### src/rtl/io_route_pkg.sv
package io_route_pkg;
  localparam int unsigned IO_ADDR_W = 16;
  localparam int unsigned SEG_SEL_W = 4;
  localparam int unsigned NUM_SEG   = 1 << SEG_SEL_W;
  localparam logic [IO_ADDR_W-1:0] DEFER_TOP = 16'h0100;

  function automatic logic [SEG_SEL_W-1:0] seg_of(input logic [IO_ADDR_W-1:0] a);
    return a[IO_ADDR_W-1 -: SEG_SEL_W];
  endfunction
endpackage

### src/rtl/io_route_cfg.sv
module io_route_cfg
  import io_route_pkg::*;
#(
  parameter int unsigned BUS_W      = 2,
  parameter int unsigned LEGACY_BUS = 0
) (
  input  logic                            clk_i,
  input  logic                            rst_ni,
  input  logic                            we_i,
  input  logic [SEG_SEL_W-1:0]            sel_i,
  input  logic [BUS_W-1:0]                wdata_i,
  output logic [BUS_W-1:0]                rdata_o,
  output logic [NUM_SEG-1:0][BUS_W-1:0]   routes_o
);
  localparam logic [BUS_W-1:0] LEGACY = BUS_W'(LEGACY_BUS);

  for (genvar s = 0; s < NUM_SEG; s++) begin : g_seg
    if (s == 0) begin : g_fixed
      // legacy segment: no storage, writes dropped
      assign routes_o[s] = LEGACY;
    end else begin : g_reg
      always_ff @(posedge clk_i or negedge rst_ni) begin
        if (!rst_ni)                                     routes_o[s] <= LEGACY;
        else if (we_i && sel_i == SEG_SEL_W'(s))         routes_o[s] <= wdata_i;
      end
    end
  end

  assign rdata_o = routes_o[sel_i];
endmodule

### src/rtl/io_route_decode.sv
module io_route_decode
  import io_route_pkg::*;
#(
  parameter int unsigned BUS_W = 2
) (
  input  logic [IO_ADDR_W-1:0]            addr_i,
  input  logic                            write_i,
  input  logic                            post_en_i,
  input  logic [NUM_SEG-1:0][BUS_W-1:0]   routes_i,
  output logic [BUS_W-1:0]                bus_o,
  output logic                            posted_o
);
  logic defer_only;

  always_comb begin
    bus_o      = routes_i[seg_of(addr_i)];
    defer_only = addr_i < DEFER_TOP;
    // defer window overrides the global enable
    posted_o   = write_i && post_en_i && !defer_only;
  end
endmodule

### src/rtl/io_seg_router.sv
module io_seg_router
  import io_route_pkg::*;
#(
  parameter int unsigned NUM_BUS    = 4,
  parameter int unsigned LEGACY_BUS = 0,
  localparam int unsigned BUS_W     = (NUM_BUS > 1) ? $clog2(NUM_BUS) : 1
) (
  input  logic                  clk_i,
  input  logic                  rst_ni,
  input  logic                  cfg_we_i,
  input  logic [SEG_SEL_W-1:0]  cfg_sel_i,
  input  logic [BUS_W-1:0]      cfg_wdata_i,
  output logic [BUS_W-1:0]      cfg_rdata_o,
  input  logic                  post_en_i,
  input  logic                  req_valid_i,
  input  logic [IO_ADDR_W-1:0]  req_addr_i,
  input  logic                  req_write_i,
  output logic                  rsp_valid_o,
  output logic [BUS_W-1:0]      rsp_bus_o,
  output logic                  rsp_posted_o
);
  logic [NUM_SEG-1:0][BUS_W-1:0] routes;
  logic [BUS_W-1:0]              dec_bus;
  logic                          dec_posted;

  io_route_cfg #(.BUS_W(BUS_W), .LEGACY_BUS(LEGACY_BUS)) u_cfg (
    .clk_i    (clk_i),
    .rst_ni   (rst_ni),
    .we_i     (cfg_we_i),
    .sel_i    (cfg_sel_i),
    .wdata_i  (cfg_wdata_i),
    .rdata_o  (cfg_rdata_o),
    .routes_o (routes)
  );

  io_route_decode #(.BUS_W(BUS_W)) u_dec (
    .addr_i    (req_addr_i),
    .write_i   (req_write_i),
    .post_en_i (post_en_i),
    .routes_i  (routes),
    .bus_o     (dec_bus),
    .posted_o  (dec_posted)
  );

  always_ff @(posedge clk_i or negedge rst_ni) begin
    if (!rst_ni) begin
      rsp_valid_o  <= 1'b0;
      rsp_bus_o    <= '0;
      rsp_posted_o <= 1'b0;
    end else begin
      rsp_valid_o  <= req_valid_i;
      rsp_bus_o    <= req_valid_i ? dec_bus : '0;
      rsp_posted_o <= req_valid_i && dec_posted;
    end
  end
endmodule

### config.mk
export PLATFORM = sky130hd
export DESIGN_NAME = io_seg_router
export DESIGN_NICKNAME = d
export VERILOG_FILES = /design/src/rtl/io_route_pkg.sv /design/src/rtl/io_route_cfg.sv /design/src/rtl/io_route_decode.sv /design/src/rtl/io_seg_router.sv
export SDC_FILE = /design/constraint.sdc
export NUM_CORES = 1
export LEC_CHECK = 0
export BUFFER_PORTS_ARGS = -buffer_cell sky130_fd_sc_hd__buf_2
export CORE_AREA = 8 8 93 95
export CTS_BUF_LIST = sky130_fd_sc_hd__clkbuf_4 sky130_fd_sc_hd__clkbuf_8 sky130_fd_sc_hd__clkbuf_16
export DETAILED_ROUTE_END_ITERATION = 10
export DIE_AREA = 0 0 101 103
export PLACE_DENSITY_LB_ADDON = 0.1
export SLEW_MARGIN = 20
export SYNTH_ARGS = -nofsm -noshare
export SYNTH_HDL_FRONTEND = slang
export SYNTH_SLANG_ARGS = --single-unit
### constraint.sdc
create_clock -name clk_i -period 4.63 [get_ports clk_i]
set_clock_uncertainty 0.05 [all_clocks]
set_input_delay 1.389 -clock clk_i [delete_from_list [all_inputs] [get_ports clk_i]]
set_output_delay 1.389 -clock clk_i [all_outputs]
set_load 0.02 [all_outputs]
==> results.yml, run 1 <==
clock_tree:
  cts_made_buffers: 5
  clockBufferDepth: 2
  root_buffer: "clkbuf_8"
  path_clk_slew_ns: 0.07
  htree_levels: 2
  post_cts_buffers: 0
  post_cts_resized: 0
  cts_num_sinks: 34
  clock_latency_ns: 0.28
  hold_buffers: 0
  tritoncts: "built"
detailed_routing:
  drc: 0
  via_per_inst: 4.914
  drt_iter0_markers: 82
  vias: 1317
  finalWirelength_um: 4896
  post_drt_wl_per_cell_um: 18.27
  ant_nets: 0
  dr.pass1.iters: 4
worst_setup_path:
  path_class: "input pin to output pin"
  reg2reg_depth: 3
  end_kind: "output pin"
  cp-start-kind: "input pin"
  required_ns: 3.19
  worst-path-max-fanout: 13
  critical_path_arrival_ns: 2.82
final_layout:
  fin_nets: 196
  syn2layout_area_growth_pct: 15.39
  layout.cells.non_filler: 268
  drive_above_1_share_pct: 40.83
  finish.instance_area_mm2: 0.002251
  diodes: 0
job:
  max_cap_viol_count: 0
timing:
  hold_violations: 0
  rsz0062_at_grt: "false"
  finalSetupViolCount: 0
  max_freq_mhz: 234.6
  setup-tns-final_ns: 0
  maxSlewViolCount: 0
  tightest_slew_ns: 0.7921
  slew_headroom_pct: 47.19
  layout_worst_path_cycle_share_pct: 92.05
  post-route-min-period_ns: 4.262
grt:
  met3_usage_pct: 2.026
  grt.met1_usage_pct: 12.37
  grt-busiest-layer: "met2"
  grt_pass1_wl_um: 7645
  grt_max_degree: 35
  antenna_found_initial: 0
  track_usage_pct: 9.804
  grt_overflow: 0
  grt.met2_usage_pct: 16.25
  grt_pass1_vias: 1376
synthesis:
  synth_warnings: 0
  synth_cell_type_count: 30
  syn-cell-area_mm2: 0.001951
  syn_inst: 146
  synth_flop_cell: "dfrtp_1"
  ys_seq_elements: 34
  synth_nets: 174
  synth_edf_count: 0
  synth.avg_cell_area_um2: 13.36
  seq_area_frac_synth_pct: 43.62
  ys_async_sr_fraction_pct: 100.0
die:
  die_h_um: 103
  io_pins: 34
  core_area_mm2: 0.007137
  num_rows: 31
  die_x_um: 101
  dieArea_mm2: 0.01040
  start_util_pct: 27.33
power_and_ir_drop:
  p_per_area_mw_per_mm2: 387.4
  p_leak_nw: 0.9872
  ir_drop_mv: 0.1771
  p_total_mw: 0.8720
placed_design:
  dp_cells: 260
  postPlaceCellArea_mm2: 0.002141
  gp_congestion: 0.7546
  place.detailed.hpwl_um: 3630
  port_buffers: 25
min_path:
  hold_class: "flip-flop to flip-flop"
  whs_path_depth: 1
outcome:
  status: "complete, no violations"
kinds of logic after synthesis:
logic type	count (synthesis)	synth area share [%]
multiplexers	50	36.05
AND/OR/NAND/NOR	35	11.55
flip-flops	34	43.62
AO/OA/AOI/OAI	17	5.773
buffers and inverters	10	3.014
cell usage after synthesis, drive strengths merged (2+ instances only):
master / instances / share of area [%]
dfrtp: 34 / 44
nand3: 2 / 0.77
nor4: 2 / 0.64
nand3b: 3 / 2.0
nand2: 2 / 0.39
a221o: 2 / 1.0
nor2: 11 / 2.1
mux4: 10 / 13
a311o: 2 / 1.0
a21oi: 9 / 2.3
buf: 6 / 2.2
a211oi: 2 / 0.77
mux2i: 8 / 4.1
clkbuf: 4 / 0.77
mux2: 32 / 19
nand2b: 7 / 2.2
nor2b: 3 / 0.96
o22ai: 2 / 0.64
or3: 3 / 1.5
cells in the final DEF, fill, tap and decap left out:
cell type	n
nand3_2	1
mux2_2	22
or3_1	1
a21oi_1	9
mux4_1	6
mux4_2	4
mux2_1	6
nand3b_2	1
nand2b_1	7
dfrtp_1	34
mux2_4	4
nand3b_1	1
nand3_1	1
nor2b_1	3
and3_1	1
a221o_1	2
mux2i_1	8
o22ai_1	2
clkbuf_8	8
nor2_1	11
or3_4	2
nand2_1	2
nand3b_4	1
a211oi_1	2
nor3b_2	1
nor4_1	2
buf_2	25
a311o_1	2
worst paths after layout:
check	from	to	slack (ns)
worst max-delay path	cfg_sel_i[0]	cfg_rdata_o[1]	0.37
worst min-delay path	u_cfg.routes_o[4]	u_cfg.routes_o[4]	0.49
worst max register to register	u_cfg.routes_o[27]	rsp_bus_o[1]	3.26
worst min register to register	u_cfg.routes_o[4]	u_cfg.routes_o[4]	0.49
max in group asynchronous	rst_ni	u_cfg.routes_o[8]	2.89
min in group asynchronous	rst_ni	u_cfg.routes_o[16]	1.14
metrics by stage:
step                      setup slack (ns)  hold WS [ns]  util, %
after global placement              0.3793        0.4669    30.00
after detailed placement            0.3651        0.4692    30.00
after CTS                           0.3642        0.4835    31.54
final                               0.3682        0.4851    31.54
after global routing                0.2870        0.5077    31.54
after floorplan                     0.7686        0.4243        -
layer usage:
metal	wire length (µm)	up-vias
li1	-	597
met1	2244	695
met2	2443	20
met3	162	5
met4	46	0
met5	0	-
where the power goes:
part / internal, mW / leakage (nW) / switching, mW
Combinational: 0.118 / 0.510 / 0.0810
Sequential: 0.361 / 0.419 / 0.0561
Clock: 0.150 / 0.0575 / 0.105
Total: 0.630 / 0.987 / 0.242
final cells by class:
type	instances	area, µm²
Clock buffer	8	110.1
Fill cell	747	4886
Multi-Input combinational cell	102	1041
Sequential cell	34	850.8
Tap cell	99	123.9
Timing Repair Buffer	25	125.1
critical path, cell delays in order:
cell	delay [ns]
buf_2	0.30
mux4_1	0.60
nand2b_1	0.17
a21oi_1	0.15
a21oi_1	0.05
buf_2	0.17
registers in the layout (all words and copies together) (netlist names):
| register | cells |
|---|---|
| rsp_bus_o | 2 |
| rsp_valid_o | 1 |
| u_cfg.routes_o | 30 |
| rsp_posted_o | 1 |
Power figures use the tool's default switching activity.
==> run 2, diff against run 1 <==
--- a/constraint.sdc
+++ b/constraint.sdc
@@ -3,3 +3,3 @@
 set_input_delay 1.389 -clock clk_i [delete_from_list [all_inputs] [get_ports clk_i]]
 set_output_delay 1.389 -clock clk_i [all_outputs]
-set_load 0.02 [all_outputs]
+set_load 0.01 [all_outputs]
==> results.yml, run 2 (same netlist as run 1, synthesis figures left out) <==
grt:
  grt_pass1_wl_um: 7631
  track_usage_pct: 9.973
  antenna_found_initial: 0
  grt_overflow: 0
  grt_max_degree: 35
  grt_pass1_vias: 1366
worst_setup_path:
  worst-path-max-fanout: 13
  path_class: "input pin to output pin"
  required_ns: 3.19
  cp-start-kind: "input pin"
  startpoint: "cfg_sel_i[0]"
  critical_path_arrival_ns: 2.81
  r2r-start: "u_cfg.routes_o[31]"
  end_kind: "output pin"
placed_design:
  pre_cts_ws_ns: 0.3832
  port_buffers: 25
  gp_congestion: 0.7545
  place.detailed.hpwl_um: 3690
  postPlaceCellArea_mm2: 0.002141
min_path:
  hold_class: "flip-flop to flip-flop"
  hold_path_startpoint: "u_cfg.routes_o[8]"
clock_tree:
  tritoncts: "built"
  post_cts_buffers: 0
  root_buffer: "clkbuf_8"
  htree_levels: 2
  cts_made_buffers: 5
  post_cts_resized: 0
  path_clk_slew_ns: 0.06
  clock_latency_ns: 0.28
  cts_num_sinks: 34
  clockBufferDepth: 2
  hold_buffers: 0
detailed_routing:
  ant_nets: 0
  finalWirelength_um: 4987
  post_drt_wl_per_cell_um: 18.75
  via_per_inst: 4.959
  dr.pass1.iters: 4
  vias: 1319
  drc: 0
  drt_iter0_markers: 43
power_and_ir_drop:
  p_leak_nw: 0.9728
  ir_drop_mv: 0.1155
  p_per_area_mw_per_mm2: 372.9
outcome:
  status: "complete, no violations"
timing:
  post-route-min-period_ns: 4.245
  hold_violations: 0
  setup-tns-final_ns: 0
  layout_worst_path_cycle_share_pct: 91.69
  finalSetupViolCount: 0
  maxSlewViolCount: 0
  tightest_slew_ns: 0.7728
  rsz0062_at_grt: "false"
  max_freq_mhz: 235.5
  slew_headroom_pct: 48.48
  setup_ws_ns: 0.3846
die:
  num_rows: 31
  die_h_um: 103
  dieArea_mm2: 0.01040
  io_pins: 34
  die_x_um: 101
  core_area_mm2: 0.007137
  start_util_pct: 27.33
final_layout:
  biggestRegsByFlops: "u_cfg.routes_o x30, rsp_bus_o x2"
  final_common_cell: "dfrtp_1"
  diodes: 0
  finish.instance_area_mm2: 0.002223
  layout_common_cells: "34 x dfrtp_1, 25 x buf_2, 22 x mux2_2"
  largest_register: "u_cfg.routes_o"
  drive_above_1_share_pct: 40.12
  fin_nets: 196
  largest_register_ffs: 30
  syn2layout_area_growth_pct: 13.98
job:
  max_cap_viol_count: 0
run 2: cell count changes in the layout (fill, tap and decap cells not counted), sizes merged:
cell / before / now
clkbuf: 8 / 6
run 2: path summary, 6_finish.rpt:
check                           cells after the start  slack (ns)                  to
worst max register to register                      3        3.28        rsp_bus_o[1]
worst min-delay path                                1        0.48   u_cfg.routes_o[8]
min in group asynchronous                           1        1.13  u_cfg.routes_o[16]
worst max-delay path                                6        0.38      cfg_rdata_o[1]
max in group asynchronous                           1        2.91   u_cfg.routes_o[8]
worst min register to register                      1        0.48   u_cfg.routes_o[8]
run 2: area by class of cell:
class	instances	area [µm²]
sequential	34	850.8
fill	745	4913
multi-input combinational	102	1041
timing repair buffer	25	125.1
tap	99	123.9
clock buffer	6	82.58
run 2: where the power goes:
group          internal [mW]  switching (mW)  total, mW
Combinational          0.118          0.0759      0.194
Sequential             0.361          0.0561      0.418
Clock                  0.115           0.103      0.217
run 2: metrics by stage:
step / hold WS (ns) / std cells / power (mW) / util (%)
floorplan: 0.4243 / 146 / 0.5476 / -
global placement: 0.4669 / 260 / 0.6154 / 30.00
detailed placement: 0.4654 / 260 / 0.6208 / 30.00
CTS: 0.4805 / 266 / 0.8421 / 31.15
global route: 0.5043 / 266 / 0.8773 / 31.15
finish: 0.4778 / 266 / 0.8291 / 31.15
run 2: critical path: stages:
cell and delay [ns]:
buf_2 0.31, mux4_1 0.60, nand2b_1 0.16, a21oi_1 0.15, a21oi_1 0.05, buf_2 0.15
run 2: layer usage:
layer	wire length, µm	track usage [%]	up-vias	part of all wire (%)
met3	148	2.633	5	3.0
met2	2535	16.71	17	51
met5	0	0	-	0
met4	53	3.780	0	1.1
met1	2249	12.00	698	45
li1	-	-	599	-
